## config.mk

```make
export PLATFORM = sky130hd
export DESIGN_NAME = fsum_adder
export DESIGN_NICKNAME = d
export VERILOG_FILES = /design/src/rtl/fsum_pkg.sv /design/src/rtl/fsum_flag_dec.sv /design/src/rtl/fsum_mag_unit.sv /design/src/rtl/fsum_adder.sv
export SDC_FILE = /design/constraint.sdc
export NUM_CORES = 1
export LEC_CHECK = 0
export BUFFER_PORTS_ARGS = -buffer_cell sky130_fd_sc_hd__buf_4
export CAP_MARGIN = 20
export CORE_ASPECT_RATIO = 0.8
export CORE_MARGIN = 1.5
export CORE_UTILIZATION = 50
export CTS_CLUSTER_SIZE = 40
export DETAILED_ROUTE_END_ITERATION = 6
export GPL_ROUTABILITY_DRIVEN = 1
export PLACE_DENSITY = 0.79
export SLEW_MARGIN = 15
export SYNTH_ARGS = -nofsm -noshare
export SYNTH_HDL_FRONTEND = slang
export SYNTH_SLANG_ARGS = --single-unit
```

## constraint.sdc

```tcl
create_clock -name clk -period 0.8 [get_ports clk]
set_input_delay 0.16 -clock clk [delete_from_list [all_inputs] [get_ports clk]]
set_output_delay 0.16 -clock clk [all_outputs]
set_load 0.05 [all_outputs]
```

## src/rtl/fsum_pkg.sv

```systemverilog
package fsum_pkg;

    // Magnitude operation selected from the four input flags
    typedef enum logic [1:0] {
        OP_ADD    = 2'b00,
        OP_SUB    = 2'b01,
        OP_PASS_S = 2'b10,
        OP_PASS_T = 2'b11
    } mag_op_e;

    // Sign carried as two flags; both clear means zero
    typedef struct packed {
        logic pos;
        logic neg;
    } sign_flags_t;

endpackage

```

## src/rtl/fsum_flag_dec.sv

```systemverilog
module fsum_flag_dec
    import fsum_pkg::*;
(
    input  sign_flags_t s_flags,
    input  sign_flags_t t_flags,
    output mag_op_e     op,
    output sign_flags_t out_flags,
    output logic        out_zero
);

    logic s_nz;
    logic t_nz;

    always_comb begin
        s_nz     = s_flags.pos | s_flags.neg;
        t_nz     = t_flags.pos | t_flags.neg;
        out_zero = ~s_nz & ~t_nz;
        if (!s_nz) begin
            op        = OP_PASS_T;
            out_flags = t_flags;
        end else if (!t_nz) begin
            op        = OP_PASS_S;
            out_flags = s_flags;
        end else if (s_flags.pos == t_flags.pos) begin
            op        = OP_ADD;
            out_flags = s_flags;
        end else begin
            op        = OP_SUB;
            out_flags = s_flags;
        end
    end

endmodule

```

## src/rtl/fsum_mag_unit.sv

```systemverilog
module fsum_mag_unit
    import fsum_pkg::*;
#(
    parameter int SW = 8,
    parameter int TW = 8,
    parameter int OW = 9
) (
    input  mag_op_e         op,
    input  logic [SW-1:0]   s_mag,
    input  logic [TW-1:0]   t_mag,
    output logic [OW-1:0]   mag
);

    logic [OW-1:0] s_ext;
    logic [OW-1:0] t_ext;

    always_comb begin
        s_ext = OW'(s_mag);
        t_ext = OW'(t_mag);
        unique case (op)
            OP_ADD:    mag = s_ext + t_ext;
            OP_SUB:    mag = s_ext - t_ext;
            OP_PASS_S: mag = s_ext;
            default:   mag = t_ext;
        endcase
    end

endmodule

```

## src/rtl/fsum_adder.sv

```systemverilog
module fsum_adder
    import fsum_pkg::*;
#(
    parameter int SW      = 8,
    parameter int TW      = 8,
    parameter bit REG_OUT = 1'b1,
    localparam int MW     = (SW > TW) ? SW : TW,
    localparam int OW     = MW + 1
) (
    input  logic          clk,
    input  logic          rst_n,
    input  logic          s_pos,
    input  logic          s_neg,
    input  logic [SW-1:0] s_mag,
    input  logic          t_pos,
    input  logic          t_neg,
    input  logic [TW-1:0] t_mag,
    output logic          o_pos,
    output logic          o_neg,
    output logic [OW-1:0] o_mag
);

    typedef struct packed {
        logic          pos;
        logic          neg;
        logic [OW-1:0] mag;
    } result_t;

    sign_flags_t   s_flags;
    sign_flags_t   t_flags;
    sign_flags_t   sel_flags;
    mag_op_e       sel_op;
    logic          sel_zero;
    logic [OW-1:0] raw_mag;
    result_t       res_d;
    result_t       res_out;

    assign s_flags = '{pos: s_pos, neg: s_neg};
    assign t_flags = '{pos: t_pos, neg: t_neg};

    fsum_flag_dec u_dec (
        .s_flags   (s_flags),
        .t_flags   (t_flags),
        .op        (sel_op),
        .out_flags (sel_flags),
        .out_zero  (sel_zero)
    );

    fsum_mag_unit #(
        .SW (SW),
        .TW (TW),
        .OW (OW)
    ) u_mag (
        .op    (sel_op),
        .s_mag (s_mag),
        .t_mag (t_mag),
        .mag   (raw_mag)
    );

    // Next-value computation
    always_comb begin
        res_d.pos = sel_flags.pos;
        res_d.neg = sel_flags.neg;
        res_d.mag = sel_zero ? '0 : raw_mag;
    end

    generate
        if (REG_OUT) begin : g_reg
            result_t res_q;
            always_ff @(posedge clk or negedge rst_n) begin
                if (!rst_n) begin
                    res_q <= '0;
                end else begin
                    res_q <= res_d;
                end
            end
            assign res_out = res_q;
        end else begin : g_comb
            assign res_out = res_d;
        end
    endgenerate

    assign o_pos = res_out.pos;
    assign o_neg = res_out.neg;
    assign o_mag = res_out.mag;

endmodule

```

==> results.yml, run 1 <==
final_layout:
  area_growth_pct: 75.0
  diodes: 0
  fin_nets: 218
  final_util: 0.926
  drive_above_1_share: 0.535
  final_area_um2: 1750
die:
  initial_core_util: 0.529
  boundaryPins: 33
  die_w_um: 53.0
  die_h_um: 43.0
  die-area_um2: 2280
  core_um2: 1890
  placementRows: 14
clocking:
  cts_tree: "yes"
  cts.sinks: 11
  clk_pin_slew_worst_paths_ns: 0.08
  numCtsBuffers: 3
  root_buffer: "clkbuf_4"
  cts.htree.levels: 1
  cts_buffer_depth: 2
power:
  vdd_drop_max_v: 0.00163
  pwr-share-clk: 0.125
  p_int_w: 0.00177
  swShare: 0.449
  p_leak_nw: 0.850
  p_comb_frac: 0.650
  p_sw_w: 0.00144
  p_seq_frac: 0.225
  powerDensity_nw_per_um2: 1830
drt:
  drc: 0
  avgRoutedWirePerCell_um: 23.3
  met1_length_um: 1680
  top_layer: "met4"
  wl_met2_um: 2300
  first_iter_violations: 119
  num_vias: 1411
  antenna_left: 0
  vias_per_cell: 6.75
  drt_wl_total_um: 4870
  first_pass_iters: 5
  routed-wl-met3_um: 551
sta:
  min_period_over_period: 2.61
  slew_headroom: 0.509
  setup_viol: 20
  post-route-min-period_ns: 2.09
  tns_ns: -10.72
  hold_viol_final: 0
  rsz0062_at_grt: "true"
  fmax_mhz: 480
  slew_viol_final: 0
  worst_slack_ns: -1.29
  worstMarginPinSlew_ns: 0.731
logic_synthesis:
  synthTopCellsByCount: "o21ai_0, dfrtp_1, nor2_1"
  yosysWarnings: 0
  synthMuxAreaShare: 0.0212
  synth_edf_count: 0
  synth_simple_gate_area_share: 0.174
  yosys_register_bits: 11
  yosysTopAreaCell: "dfrtp_1"
  synth_cell_types: 36
  synth_cells: 113
  syn-cell-area_um2: 1000
  synthXorXnorAreaFrac: 0.0788
  avgSynthCellArea_um2: 8.86
  synth_nets: 145
  synth_compound_area_frac: 0.289
  yosysMostFrequentCell: "o21ai_0"
  ys_seq_area_frac: 0.275
  yosys.area.top_type_share: 0.275
  synth_top_family_by_area: "compound AO/OA/AOI/OAI gates"
  netlist_top_cells_area: "dfrtp_1, ha_1, o21ai_0, xnor2_1, nor2_1"
  synthFlopType: "dfrtp_1"
  synthAdderAreaFrac: 0.133
  synth-async-reset-ratio: 1.00
worst_hold_path:
  min_to: "o_mag[6]"
  worst_hold_path_type: "input port to register"
  holdPathStages: 3
  min_from: "s_mag[6]"
placement:
  hpwl_um: 2540
  dpl_worst_slack_ns: -1.50
  gp_congestion: 0.960
  place_area_um2: 1540
  io_buffers: 32
global_route:
  grt_pass1_vias: 1268
  grt_overflow_total: 0
  grt_max_degree: 12
  antenna_found_initial: 0
  grt_use_total: 0.352
  grt_pass1_wl_um: 5820
critical_path:
  cp.required_ns: 0.95
  cp-end-kind: "register"
  critPathArrivalTime_ns: 2.23
  path_class: "input port to register"
  cp_max_fo: 4
  start_kind: "input port"
status:
  violations: "setup timing"
  status: "finished, violations left"
job:
  maxCapViolCount: 0
-- cells by family (layout without fill, tap and decap cells) --
| group | count (synthesis) | in the layout |
|---|---|---|
| compound gates | 40 | 40 |
| xor+xnor | 9 | 9 |
| fa+ha+maj | 10 | 10 |
| buf+inv | 8 | 80 |
| flops | 11 | 11 |
| mux | 2 | 2 |
| simple gates | 33 | 33 |
-- repair_timing --
| action | 4_1_cts | 5_1_grt |
|---|---|---|
| resized for setup | 27 | 17 |
| hold endpoints to repair | 11 | 0 |
| endpoints found under the setup margin | 20 | 20 |
| pin swaps | 11 | 11 |
| setup buffers | 1 | 2 |
| hold buffers | 1 | 0 |
| gates cloned | 0 | 0 |
-- power by group through the flow --
stage | logic [W] | registers (W) | clock network, W
2_1_floorplan | 0.000620 | 0.00107 | 0
3_3_place_gp | 0.00161 | 0.000696 | 0
3_5_place_dp | 0.00166 | 0.000697 | 0
4_1_cts | 0.00183 | 0.000706 | 0.000368
5_1_grt | 0.00219 | 0.000730 | 0.000432
6_report | 0.00209 | 0.000721 | 0.000401
-- per-layer routing --
metal,track usage,up-vias
li1,-,564
met1,0.431,646
met2,0.565,151
met3,0.0704,50
met4,0.205,0
met5,0,-
-- critical path: stages --
cell,delay [ns]
buf_4,0.12
buf_4,0.15
nor3_2,0.22
nor2_2,0.06
xnor2_1,0.20
ha_1,0.29
buf_4,0.16
buf_4,0.16
and4_1,0.21
a21oi_2,0.20
xor2_1,0.22
o21ai_1,0.09
-- layout by cell type, fill, tap and decap left out, types with 2 or more instances in the layout --
master	synthesis	layout
nand2_2	0	2
nand2_1	9	7
a22oi_1	4	4
ha_1	9	9
dfrtp_1	11	11
nor2_4	0	2
clkbuf_4	0	3
xnor2_1	7	6
a21o_1	3	3
nor3_2	1	2
a31oi_2	0	2
a22o_1	2	2
nor2_2	0	2
a21oi_2	0	4
nor3_1	3	2
inv_1	8	8
nor2_1	11	7
o21a_1	2	2
o21ai_2	1	3
o21ai_1	0	7
xor2_1	2	2
o21ai_0	13	3
buf_4	0	50
buf_6	0	16
-- worst max path at each step --
stage | slack (ns) | endpoint | startpoint
3_5_place_dp | -1.50 | o_mag[5] | s_pos
6_report | -1.29 | o_mag[7] | t_mag[1]
3_3_place_gp | -1.41 | o_mag[5] | s_pos
4_1_cts | -1.15 | o_mag[6] | s_pos
2_1_floorplan | -1.22 | o_mag[6] | s_pos
5_1_grt | -1.48 | o_mag[8] | t_pos
-- stage by stage --
step | hold slack [ns] | std cells | power (W)
floorplan | -0.136 | 113 | 0.00169
global placement | -0.00542 | 201 | 0.00231
detailed placement | 0.000197 | 201 | 0.00235
CTS | 0.145 | 207 | 0.00290
global route | 0.167 | 209 | 0.00336
finish | 0.159 | 209 | 0.00321
-- state kept, by name (all words and copies together) (netlist names) --
register  flops
o_mag         9
o_pos         1
o_neg         1
-- layout make-up --
class | count | area (um2)
multi-input combinational | 94 | 810
timing repair buffer | 68 | 581
sequential | 11 | 275
fill | 67 | 140
inverter | 8 | 30.0
tap | 24 | 30.0
clock buffer | 4 | 26.3
(Power assumes the default switching activity.)
==> inputs of run 2 (changes only) <==
--- a/config.mk
+++ b/config.mk
@@ -14,7 +14,9 @@
 export DETAILED_ROUTE_END_ITERATION = 6
 export GPL_ROUTABILITY_DRIVEN = 1
 export PLACE_DENSITY = 0.79
+export REMOVE_ABC_BUFFERS = 1
 export SLEW_MARGIN = 15
 export SYNTH_ARGS = -nofsm -noshare
 export SYNTH_HDL_FRONTEND = slang
 export SYNTH_SLANG_ARGS = --single-unit
+export TNS_END_PERCENT = 1
==> results.yml, run 2 (synthesis results as in run 1) <==
status:
  status: "finished, violations left"
  violations: "DRC, setup timing"
final_layout:
  fin_nets: 226
  fin_cells: 217
  final_common_cell: "buf_4"
  largest_reg_flops: 9
  area_growth_pct: 79.9
  drive_above_1_share: 0.534
  layout_common_cells: "buf_4, buf_6, dfrtp_1"
  final_area_um2: 1800
  diodes: 0
  final_util: 0.952
drt:
  drc: 3
  antenna_left: 0
  first_pass_iters: 7
  vias_per_cell: 7.03
  first_iter_violations: 180
  num_vias: 1526
  drt_wl_total_um: 5280
  avgRoutedWirePerCell_um: 24.3
global_route:
  antenna_found_initial: 0
  grt_pass1_wl_um: 7400
  grt_pass1_vias: 1419
  grt_max_degree: 12
  grt_use_total: 0.459
  grt_overflow_total: 0
worst_hold_path:
  worst_hold_path_type: "input port to register"
power:
  p_int_w: 0.00179
  vdd_drop_max_v: 0.00157
  p_seq_frac: 0.221
  p_sw_w: 0.00147
  pwr-share-clk: 0.123
  power.total_w: 0.00325
  p_comb_frac: 0.656
  powerDensity_nw_per_um2: 1810
  p_leak_nw: 0.883
  swShare: 0.451
sta:
  hold_viol_final: 0
  slew_headroom: 0.457
  worstMarginPinSlew_ns: 0.808
  setup_viol: 20
  rsz0062_at_grt: "true"
  min_period_over_period: 2.76
  tns_ns: -11.86
  post-route-min-period_ns: 2.21
  slew_viol_final: 0
  fmax_mhz: 453
  worst_slack_ns: -1.41
critical_path:
  cp_max_fo: 4
  cp.required_ns: 1.01
  start_kind: "input port"
  critPathArrivalTime_ns: 2.42
  path_class: "input port to register"
  cp-end-kind: "register"
die:
  initial_core_util: 0.529
  die-area_um2: 2280
  die_w_um: 53.0
  die_h_um: 43.0
  core_um2: 1890
  placementRows: 14
  boundaryPins: 33
placement:
  io_buffers: 32
  hpwl_um: 2480
  gp_congestion: 0.882
  place_area_um2: 1560
  dp_cells: 207
clocking:
  clk_pin_slew_worst_paths_ns: 0.08
  cts_buffer_depth: 2
  cts.sinks: 11
  cts.htree.levels: 1
  cts_tree: "yes"
  root_buffer: "clkbuf_4"
  numCtsBuffers: 3
job:
  maxCapViolCount: 0
## run 2: what timing repair did
item	4_1_cts	5_1_grt
endpoints found under the hold margin	11	0
resized for setup	29	17
pin swaps	13	10
setup endpoints to repair	20	20
hold buffers	1	0
buffers inserted	3	2
## run 2: routing by layer
metal  vias up  routed length (um)  global-route usage
li1        584                   -                   -
met1       667                1710               0.533
met2       187                2290               0.730
met3        88                 712               0.165
met4         0                 565               0.241
met5         -                   0                   0
## run 2: area by class of cell
type | count | area, um2
multi-input cells | 94 | 806
inverters | 8 | 30.0
repair buffers | 76 | 633
clock buffers | 4 | 26.3
flip-flops and latches | 11 | 275
fillers | 49 | 91.3
well taps | 24 | 30.0
## run 2: per-stage QoR
step	setup slack [ns]	hold slack, ns
after floorplan	-1.25	-0.136
after global placement	-1.50	-0.00629
after detailed placement	-1.55	-0.00263
after CTS	-1.22	0.0945
after global routing	-1.48	0.126
final	-1.41	0.120
## run 2: worst paths after layout
check | start | to | slack [ns] | cells after the start
max in group asynchronous | rst_n | o_mag[2] | 0.37 | 2
min in group asynchronous | rst_n | o_mag[1] | 0.28 | 2
min | s_pos | o_neg | 0.12 | 2
max | t_mag[0] | o_mag[8] | -1.41 | 11
## run 2: power by group through the flow
stage	combinational (W)	clock (W)	sequential (W)
after detailed placement	0.00164	0	0.000695
final	0.00214	0.000400	0.000718
after floorplan	0.000593	0	0.00107
after CTS	0.00184	0.000384	0.000706
after global placement	0.00159	0	0.000693
after global routing	0.00223	0.000432	0.000721
## run 2: worst max-delay path: stages
cell and delay (ns):
buf_4 0.12, inv_1 0.08, ha_1 0.32, nor2_1 0.13
xnor2_1 0.15, ha_1 0.33, nor2b_4 0.16, o31ai_4 0.28
a21oi_4 0.11, or4_1 0.50, nand2_1 0.08
==> inputs of run 3 (changes only) <==
--- a/config.mk
+++ b/config.mk
@@ -10,11 +10,12 @@
 export CORE_ASPECT_RATIO = 0.8
 export CORE_MARGIN = 1.5
 export CORE_UTILIZATION = 50
-export CTS_CLUSTER_SIZE = 40
+export CTS_CLUSTER_SIZE = 16
 export DETAILED_ROUTE_END_ITERATION = 6
 export GPL_ROUTABILITY_DRIVEN = 1
 export PLACE_DENSITY = 0.79
 export REMOVE_ABC_BUFFERS = 1
+export SKIP_LAST_GASP = 1
 export SLEW_MARGIN = 15
 export SYNTH_ARGS = -nofsm -noshare
 export SYNTH_HDL_FRONTEND = slang
==> results.yml, run 3 (synthesis results as in run 1) <==
placement:
  dpl_worst_slack_ns: -1.55
  io_buffers: 32
  gp_congestion: 0.882
  hpwl_um: 2480
critical_path:
  cp_max_fo: 5
  critPathArrivalTime_ns: 2.33
  path_class: "input port to register"
  cpPeakStageDelay_ns: 0.42
  critPathTopFamily: "compound AO/OA/AOI/OAI gates"
  crit_buf_inv: 1
  crit_start: "s_pos"
  start_kind: "input port"
  cp.required_ns: 0.96
  crit_chain: "buf_6 > nand3b_1 > o21ai_4 > nor2_1 > xnor2_1 > ha_1 > nand2_1 > o21ai_0 > a31oi_2 > mux2i_2 > a221o_1"
  cp-end-kind: "register"
  cpMaxStageDelayCell: "o21ai_0"
clocking:
  cts_tree: "yes"
  cts.sinks: 11
  numCtsBuffers: 3
  cts.htree.levels: 1
  clk_pin_slew_worst_paths_ns: 0.08
  root_buffer: "clkbuf_4"
  cts_buffer_depth: 2
sta:
  worst_slack_ns: -1.38
  rsz0062_at_grt: "true"
  slew_viol_final: 0
  fmax_mhz: 460
  min_period_over_period: 2.72
  setup_viol: 20
  worstMarginPinSlew_ns: 0.752
  post-route-min-period_ns: 2.18
  hold_viol_final: 0
  slew_headroom: 0.495
global_route:
  grtUsageMet1: 0.419
  grt-busiest-layer: "met2"
  grt_use_met3: 0.0845
  grt_pass1_wl_um: 6150
  met2_usage: 0.618
  grt_use_total: 0.370
  grt_max_degree: 12
  grt_overflow_total: 0
  grt_pass1_vias: 1374
  antenna_found_initial: 0
final_layout:
  fin_nets: 228
  ff_latch_area_um2: 275
  multi_input_area_um2: 817
  final_common_cell: "buf_4"
  fillers: 66
  layout_common_cells: "buf_4, dfrtp_1, o21ai_0"
  drive_above_1_share: 0.554
  final_util: 0.940
  largest_reg_flops: 9
  diodes: 0
  area_growth_pct: 77.6
die:
  die_h_um: 43.0
  boundaryPins: 33
  die_w_um: 53.0
  placementRows: 14
  die-area_um2: 2280
  initial_core_util: 0.529
  core_um2: 1890
power:
  vdd_drop_max_v: 0.00150
  powerDensity_nw_per_um2: 1760
  p_leak_nw: 0.881
  power.total_w: 0.00312
drt:
  first_iter_violations: 54
  vias_per_cell: 6.35
  num_vias: 1390
  avgRoutedWirePerCell_um: 21.4
  first_pass_iters: 4
  antenna_left: 0
  drt_wl_total_um: 4700
  drc: 0
status:
  status: "finished, violations left"
  violations: "setup timing"
worst_hold_path:
  min_from: "s_pos"
  worst_hold_path_type: "input port to register"
job:
  maxCapViolCount: 0
-- run 3: cell type report --
type	instances	area share
inverter	8	0.0169
clock buffer	4	0.0148
tap	24	0.0169
timing repair buffer	78	0.337
sequential	11	0.155
multi-input combinational	94	0.460
-- run 3: path summary, 6_finish.rpt --
kind | to | slack, ns | cells past startpoint
min in group asynchronous | o_pos | 0.25 | 2
max in group asynchronous | o_mag[7] | 0.40 | 2
max | o_mag[5] | -1.38 | 11
min | o_neg | 0.11 | 2
-- run 3: power by group --
part           internal, W  switching, W  leakage (nW)
Sequential        0.000657     0.0000349         0.131
Combinational     0.000881       0.00115         0.735
Clock             0.000193      0.000203        0.0150
-- run 3: timing repair --
action / CTS / global route
gates resized for setup: 11 / 19
pin swaps: 8 / 18
hold buffers: 1 / 0
buffers inserted: 3 / 4
endpoints found under the hold margin: 11 / 0
setup endpoints to repair: 20 / 20
-- run 3: per-layer routing --
| metal | part of all wire | up-vias | routed length, um |
|---|---|---|---|
| li1 | - | 583 | - |
| met1 | 0.36 | 640 | 1680 |
| met2 | 0.46 | 122 | 2180 |
| met3 | 0.099 | 45 | 466 |
| met4 | 0.079 | 0 | 369 |
| met5 | 0 | - | 0 |
-- run 3: through the flow --
stage	instance area (um2)	hold WS, ns	instances	TNS [ns]
after floorplan	1000	-0.136	113	-8.59
after global placement	1560	-0.00629	207	-10.79
after detailed placement	1560	-0.00263	207	-11.27
after CTS	1650	0.0945	215	-10.78
after global routing	1780	0.0869	219	-12.54
final	1780	0.111	219	-11.99
